===== src/rtl/io_resp_pkg.sv =====
package io_resp_pkg;

  typedef enum logic [2:0] {
    TGT_NONE,
    TGT_OUT,
    TGT_IN,
    TGT_TIMER,
    TGT_INTCTL
  } tgt_e;

  // strobes from control to datapath
  typedef struct packed {
    logic       wrEn;
    logic       rdEn;
    tgt_e       tgt;
    logic [7:0] idx;
  } strobe_t;

endpackage


===== src/rtl/io_resp_ctrl.sv =====
module io_resp_ctrl
  import io_resp_pkg::*;
#(
  parameter int unsigned NUM_OUT     = 2,
  parameter int unsigned NUM_IN      = 2,
  parameter int unsigned OUT_BASE    = 4,
  parameter int unsigned IN_BASE     = 8,
  parameter int unsigned TIMER_PORT  = 12,
  parameter int unsigned INTCTL_PORT = 13,
  parameter logic [4:0]  WR_CODE     = 5'h1A,
  parameter logic [4:0]  RD_CODE     = 5'h1B
) (
  input  logic [4:0] ctlCode,
  input  logic [7:0] prevAddr,
  output strobe_t    stb
);

  tgt_e       tgt;
  logic [7:0] idx;

  // decode the address captured in the previous cycle
  always_comb begin
    int unsigned a;
    a   = int'(prevAddr);
    tgt = TGT_NONE;
    idx = 8'h00;
    if (a >= OUT_BASE && a < OUT_BASE + NUM_OUT) begin
      tgt = TGT_OUT;
      idx = 8'(a - OUT_BASE);
    end else if (a >= IN_BASE && a < IN_BASE + NUM_IN) begin
      tgt = TGT_IN;
      idx = 8'(a - IN_BASE);
    end else if (a == TIMER_PORT) begin
      tgt = TGT_TIMER;
    end else if (a == INTCTL_PORT) begin
      tgt = TGT_INTCTL;
    end
  end

  always_comb begin
    stb.tgt  = tgt;
    stb.idx  = idx;
    // input pins have no register to load
    stb.wrEn = (ctlCode == WR_CODE) && (tgt != TGT_NONE) && (tgt != TGT_IN);
    // write-only registers never answer a read
    stb.rdEn = (ctlCode == RD_CODE) && ((tgt == TGT_OUT) || (tgt == TGT_IN));
  end

endmodule


===== src/rtl/io_resp_dp.sv =====
module io_resp_dp
  import io_resp_pkg::*;
#(
  parameter int unsigned NUM_OUT = 2,
  parameter int unsigned NUM_IN  = 2
) (
  input  logic                 clk,
  input  logic                 rstN,
  input  logic [7:0]           busIn,
  input  logic [8*NUM_IN-1:0]  inPins,
  input  strobe_t              stb,
  output logic [7:0]           prevAddr,
  output logic [8*NUM_OUT-1:0] outPorts,
  output logic [7:0]           timerReg,
  output logic [7:0]           intCtlReg,
  output logic [7:0]           busOut,
  output logic                 busOe
);

  logic [7:0] outReg [NUM_OUT];

  // bus byte of every cycle becomes the next cycle's port address
  always_ff @(posedge clk) begin
    if (!rstN) prevAddr <= 8'h00;
    else       prevAddr <= busIn;
  end

  for (genvar i = 0; i < NUM_OUT; i++) begin : g_out
    always_ff @(posedge clk) begin
      if (!rstN)
        outReg[i] <= 8'h00;
      else if (stb.wrEn && stb.tgt == TGT_OUT && stb.idx == 8'(i))
        outReg[i] <= busIn;
    end
    assign outPorts[8*i +: 8] = outReg[i];
  end

  always_ff @(posedge clk) begin
    if (!rstN) begin
      timerReg  <= 8'h00;
      intCtlReg <= 8'h00;
    end else if (stb.wrEn) begin
      if (stb.tgt == TGT_TIMER)  timerReg  <= busIn;
      if (stb.tgt == TGT_INTCTL) intCtlReg <= busIn;
    end
  end

  // read mux
  always_comb begin
    busOut = 8'h00;
    if (stb.rdEn) begin
      for (int i = 0; i < NUM_OUT; i++)
        if (stb.tgt == TGT_OUT && stb.idx == 8'(i)) busOut = outReg[i];
      for (int j = 0; j < NUM_IN; j++)
        if (stb.tgt == TGT_IN && stb.idx == 8'(j)) busOut = inPins[8*j +: 8];
    end
  end

  assign busOe = stb.rdEn;

endmodule


===== src/rtl/io_port_responder.sv =====
module io_port_responder
  import io_resp_pkg::*;
#(
  parameter int unsigned NUM_OUT     = 2,
  parameter int unsigned NUM_IN      = 2,
  parameter int unsigned OUT_BASE    = 4,
  parameter int unsigned IN_BASE     = 8,
  parameter int unsigned TIMER_PORT  = 12,
  parameter int unsigned INTCTL_PORT = 13,
  parameter logic [4:0]  WR_CODE     = 5'h1A,
  parameter logic [4:0]  RD_CODE     = 5'h1B
) (
  input  logic                 clk,
  input  logic                 rstN,
  input  logic [4:0]           ctlCode,
  input  logic [7:0]           busIn,
  input  logic [8*NUM_IN-1:0]  inPins,
  output logic [7:0]           busOut,
  output logic                 busOe,
  output logic [8*NUM_OUT-1:0] outPorts,
  output logic [7:0]           timerReg,
  output logic [7:0]           intCtlReg
);

  strobe_t    stb;
  logic [7:0] prevAddr;

  io_resp_ctrl #(
    .NUM_OUT(NUM_OUT), .NUM_IN(NUM_IN), .OUT_BASE(OUT_BASE), .IN_BASE(IN_BASE),
    .TIMER_PORT(TIMER_PORT), .INTCTL_PORT(INTCTL_PORT),
    .WR_CODE(WR_CODE), .RD_CODE(RD_CODE)
  ) i_ctrl (
    .ctlCode (ctlCode),
    .prevAddr(prevAddr),
    .stb     (stb)
  );

  io_resp_dp #(.NUM_OUT(NUM_OUT), .NUM_IN(NUM_IN)) i_dp (
    .clk      (clk),
    .rstN     (rstN),
    .busIn    (busIn),
    .inPins   (inPins),
    .stb      (stb),
    .prevAddr (prevAddr),
    .outPorts (outPorts),
    .timerReg (timerReg),
    .intCtlReg(intCtlReg),
    .busOut   (busOut),
    .busOe    (busOe)
  );

  // helper terms for the checks below
  int unsigned addrInt;
  logic        inOutRange, inInRange, isWo;
  logic [7:0]  outByte, pinByte;
  always_comb begin
    addrInt    = int'(prevAddr);
    inOutRange = addrInt >= OUT_BASE && addrInt < OUT_BASE + NUM_OUT;
    inInRange  = addrInt >= IN_BASE && addrInt < IN_BASE + NUM_IN;
    isWo       = addrInt == TIMER_PORT || addrInt == INTCTL_PORT;
    outByte    = 8'(outPorts >> (8 * (addrInt - OUT_BASE)));
    pinByte    = 8'(inPins >> (8 * (addrInt - IN_BASE)));
  end

  a_r8_no_drive_off_read: assert property (@(posedge clk) disable iff (!rstN)
    ctlCode != RD_CODE |-> !busOe);

  a_r8_regs_hold: assert property (@(posedge clk) disable iff (!rstN)
    ctlCode != WR_CODE |=> $stable(outPorts) && $stable(timerReg) && $stable(intCtlReg));

  a_r6_wo_hidden: assert property (@(posedge clk) disable iff (!rstN)
    busOe |-> !isWo);

  a_r7_miss_quiet: assert property (@(posedge clk) disable iff (!rstN)
    (ctlCode == RD_CODE && !inOutRange && !inInRange) |-> !busOe);

  a_r4_out_readback: assert property (@(posedge clk) disable iff (!rstN)
    (ctlCode == RD_CODE && inOutRange) |-> busOe && busOut == outByte);

  a_r5_pin_read: assert property (@(posedge clk) disable iff (!rstN)
    (ctlCode == RD_CODE && inInRange && !inOutRange) |-> busOe && busOut == pinByte);

endmodule


===== config.mk =====
export PLATFORM = sky130hd
export DESIGN_NAME = io_port_responder
export DESIGN_NICKNAME = d
export VERILOG_FILES = /design/src/rtl/io_resp_pkg.sv /design/src/rtl/io_resp_ctrl.sv /design/src/rtl/io_resp_dp.sv /design/src/rtl/io_port_responder.sv
export SDC_FILE = /design/constraint.sdc
export NUM_CORES = 1
export LEC_CHECK = 0
export BUFFER_PORTS_ARGS = -buffer_cell sky130_fd_sc_hd__buf_4
export CORE_MARGIN = 2
export CORE_UTILIZATION = 41
export CTS_CLUSTER_DIAMETER = 30
export DETAILED_ROUTE_END_ITERATION = 6
export PLACE_DENSITY = 0.77
export RECOVER_POWER = 100
export SLEW_MARGIN = 30
export SYNTH_ARGS = -nofsm -noshare
export SYNTH_HDL_FRONTEND = slang
export SYNTH_SLANG_ARGS = --single-unit

===== constraint.sdc =====
create_clock -name clk -period 2.2 [get_ports clk]
set_clock_uncertainty 0.15 [all_clocks]
set_input_delay 0 -clock clk [delete_from_list [all_inputs] [get_ports clk]]
set_output_delay 0 -clock clk [all_outputs]
set_load 0.02 [all_outputs]

== Yosys cells after proc, flatten, opt, wreduce, memory -nomap -nowiden ==
Memory sizes are Yosys's and may differ from the RTL's.
Cells that the tools add are included.
W data, S select, Z words.
Cells by class
  $add $sub $neg: 2
  $lt $le $gt $ge: 4
  equal/unequal tests: 10
  muxes and demuxes: 20
  bitwise gates (word level): 2
  reduce and logical (&&, ||, !) cells: 17
Operator list (count)
  $mux W8: 9
  $eq A8 B4 Y1 const B: 2
  $logic_and A1 B1 Y1: 12
  $mux W3: 4
  $eq A5 B5 Y1 const B: 2
  $eq A8 B1 Y1 const B: 1
  $ge A8 B3 Y1 const B: 1
  $ge A8 B4 Y1 const B: 1
  $logic_not A8 Y1: 1
  $lt A8 B3 Y1 const B: 1
  $lt A8 B4 Y1 const B: 1
  $sub A8 B3 Y8 const B: 1
  $sub A8 B4 Y8 const B: 1
  $mux W1: 7
  $eq A3 B2 Y1 const B: 2
  $reduce_and A2 Y1: 2
  $eq A3 B1 Y1 const B: 1
  $eq A3 B3 Y1 const B: 1
  $ne A3 B2 Y1 const B: 1
  $reduce_bool A3 Y1: 1
  $or A1 B1 Y1: 2
  $logic_or A1 B1 Y1: 1
Word-level totals
  register bits after elaboration: 24
  RAM bits: 16
  output and inout bits: 41
  logic and storage cells: 59
  memories: 1
Memory list
  i_dp.outReg: depth 2, width 8, rd ports 2, clocked after memory_dff 0, wr ports 2, RTL line io_resp_dp.sv:20  | logic [7:0] outReg [NUM_OUT];

== Longest topological paths before layout ==
  word-level depth: 14
  depth in mapped cells: 8

== Cells and area by module ==
A second synthesis with hierarchy kept.
Second synthesis, totals
  cells, all modules: 225
  area, all modules: 2195.9 sq um
By module, submodules not included
  io_resp_dp: times used 1, cells an instance 173, area each 1849.3 sq um
  io_resp_ctrl: times used 1, cells an instance 52, area each 346.6 sq um

== Worst setup path after synthesis ==
Ideal clock, no wire load.
  path kind: register to output
  from: register i_dp.prevAddr[3]
  to: output busOut[2]
  data arrival time: 2.334 ns
  setup slack: -0.284 ns
  stages on the path, launching flop included: 8
  path buffers: 0
  cell sequence: dfxtp_1 > inv_1 > ha_1 > or4bb_1 > nor4_4 > o21a_1 > a21oi_1 > a211oi_1
Between the ends
  word-level cells in the longest chain between the ends: 12
RTL lines
  start: declaration: RTL line io_resp_dp.sv:12  | output logic [7:0] prevAddr,
  start signal: assignment: RTL line io_resp_dp.sv:25  | else prevAddr <= busIn;
  branches (longest 11 deep; another with $ge A8 B4 Y1)
  $mux W8 (*): RTL line io_resp_dp.sv:51  | if (stb.rdEn) begin
  end: declaration: RTL line io_port_responder.sv:18  | output logic [7:0] busOut,
Every way passes the cells marked *.

== Worst setup path after layout ==
  from: register i_dp.prevAddr[3]
  to: output busOut[7]
Same word-level chain as after synthesis.

==> results.cfg <==
[logic_synthesis]
syn_nets = 241
post-synth-top-count-cell = nand2_1
ys_warn_count = 0
synth_edf_count = 16
ys.flop_type = dfxtp_1
synth_common_cells = nand2_1 (35), nor2_1 (28), dfxtp_1 (24)
synth_top_area_share_pct = 24.24
syn_area_um2 = 1982
ys_seq_area_share_pct = 48.48
synth_cell_types = 41
async_flop_share_pct = 0
avgSynthCellArea_um2 = 9.715
synth_area_leaders = dfxtp_1 (24%), edfxtp_1 (24%), mux2i_1 (8.1%)
synth_top_cell_by_area = dfxtp_1
ys_seq_elements = 40
syn_inst = 204

[global_route]
grt_pass1_wl_mm = 9.542
antenna_found_initial = 0
grt_max_degree = 27
track_usage_pct = 23.45
grt_pass1_vias = 1990
grt_overflow = 0

[floorplan]
boundaryPins = 72
initial_core_util_pct = 42.24
die_x_um = 73.53
row_count = 25
dieArea_um2 = 5406
dieHeight_um = 73.53
core-area_um2 = 4692

[finish]
nets = 350
drive_above_1_share_pct = 42.04
area_delta_synth_final_pct = 58.65
fill_cells = 392
final-instance-count-excl-fill = 368
diodes = 0
final_util_pct = 67.01

[critical_path]
path_common_cell = buf_4
required_ns = 2.05
crit_path_max_fanout = 7
setup.worst_path.start_class = register
r2r_slack_ns = -0.17
endpoint_kind = primary output
arrival_ns = 2.40
cpPeakStageDelay_ns = 0.47
crit_chain = inv_6 > ha_4 > or4bb_4 > nor4_4 > buf_4 > o21a_1 > a21oi_2 > a211oi_2 > buf_4
crit_type = reg -> out
cp_slowest_cell = or4bb_4

[hold_path]
hold_class = in -> reg

[routing]
route.vias.total = 1925
drt_iter0_markers = 107
vias_per_cell = 5.231
antenna_left = 0
routed_wirelength_mm = 6.019
drt_pass1_iterations = 4
wl_per_cell_um = 16.36
drc = 0

[power]
p_total_mw = 1.527
ir_worst_vdd_mv = 0.4556
leakagePower_nw = 1.271
p_per_area_nw_per_um2 = 485.6

[clock_tree]
clock_sink_count = 40
cts_buffers = 5
htreeDepth = 2
cts_tree = done
clk_latency_ns = 0.30
root_buffer = clkbuf_8
clock_path_buffers = 2
clkTransAtPathRegs_ns = 0.08

[timing]
tightest_slew_ns = 0.3539
setup_violations = 47
fin_ws_ns = -0.3455
finalCritPeriodShare_pct = 115.7
drv_slew = 0
maxSlewHeadroom_pct = 76.38
setup_tns_ns = -5.615
rsz0062_at_grt = yes
post-route-min-period_ns = 2.546
hold_violations = 0
fmaxAchievable_mhz = 392.8

[placement]
gp_congestion = 0.8354
dp_hpwl_mm = 4.058
placed_cells = 344
io_buffers = 71

[run_status]
violations = setup timing
status = complete, but fails checks

[flow_run]
drv_cap = 0
[cells in the final DEF (no fill, tap or decap), types with 2 or more instances in the layout]
cell and n:
ha_1 2, nand4b_1 2, dfxtp_1 21, a311oi_2 6, edfxtp_1 16, o21ai_1 6, a21oi_1 2, a21oi_2 4
nand2_4 2, clkbuf_1 26, buf_4 65, dlygate4sd3_1 9, inv_1 10, nor2_1 18, a211oi_2 2, nor2_2 3
clkinvlp_4 2, nand2_1 32, nor2_4 8, ha_4 4, o21a_1 2, nand4_1 2, dfxtp_2 2, and3_1 2
nand3_1 8, clkbuf_8 5, buf_12 2, mux2i_1 16, buf_6 6
[kinds of logic after synthesis]
family	share of synthesized area, %
muxes	8.081
DFF	48.48
and+or+nand+nor	25.06
adders and majority gates	3.788
AOI/OAI and AO/OA	10.54
buffers and inverters	4.040
[what timing repair did]
action / 4_1_cts / 5_1_grt
endpoints found under the setup margin: 42 / 57
buffers inserted: 5 / 1
hold buffers: 9 / 0
hold endpoints to repair: 26 / 0
resized for setup: 25 / 26
pin swaps: 13 / 11
cloned: 1 / 0
[report_power, final]
group	switching, mW	internal, mW	leakage, nW
sequential	0.0157	0.783	0.368
clock	0.271	0.224	0.0404
combinational	0.118	0.114	0.863
[layout make-up]
type | instances | area [µm²] | area share, %
multi-input cells | 145 | 1179 | 37.49
clock inverters | 3 | 23.77 | 0.7561
well taps | 54 | 67.56 | 2.149
repair buffers | 109 | 788.3 | 25.07
clock buffers | 5 | 68.82 | 2.189
inverters | 12 | 50.05 | 1.592
flip-flops and latches | 40 | 967.2 | 30.76
[sequential cells by signal (all words and copies together), names as in the netlist]
register	flops
i_dp.prevAddr	8
i_dp.timerReg	8
i_dp.intCtlReg	8
i_dp.outReg	16
[stage by stage]
step | worst slack, ns | cell area (µm²) | hold slack, ns
2_1_floorplan | -0.02080 | 2054 | 0.01045
3_3_place_gp | -0.01933 | 2798 | 0.1562
3_5_place_dp | -0.08803 | 2798 | 0.1687
4_1_cts | -0.3222 | 3128 | 0.04236
5_1_grt | -0.4671 | 3144 | 0.08242
6_report | -0.3455 | 3144 | 0.05232
[final timing paths]
| check | startpoint | to | cells past startpoint |
|---|---|---|---|
| setup reg to reg | i_dp.prevAddr[3] | i_dp.outReg[0][1] | 11 |
| setup / recovery | i_dp.prevAddr[3] | busOut[7] | 9 |
| hold / removal | ctlCode[0] | i_dp.timerReg[3] | 4 |
| hold reg to reg | i_dp.timerReg[3] | i_dp.timerReg[3] | 2 |
[metal layers]
metal / global-route usage [%] / wire length (µm)
met1: 30.57 / 2619
met5: 0 / 0
met3: 4.527 / 265
met2: 39.09 / 3045
met4: 7.475 / 89
[worst max-delay path, delay by kind of cell (launching register included)]
| family | cells | cell delay [ns] |
|---|---|---|
| simple gates | 2 | 0.70 |
| compound gates | 3 | 0.35 |
| flops | 1 | 0.38 |
| fa+ha+maj | 1 | 0.25 |
| buf+inv | 3 | 0.43 |
No activity file was read; power rests on OpenSTA's default activity.
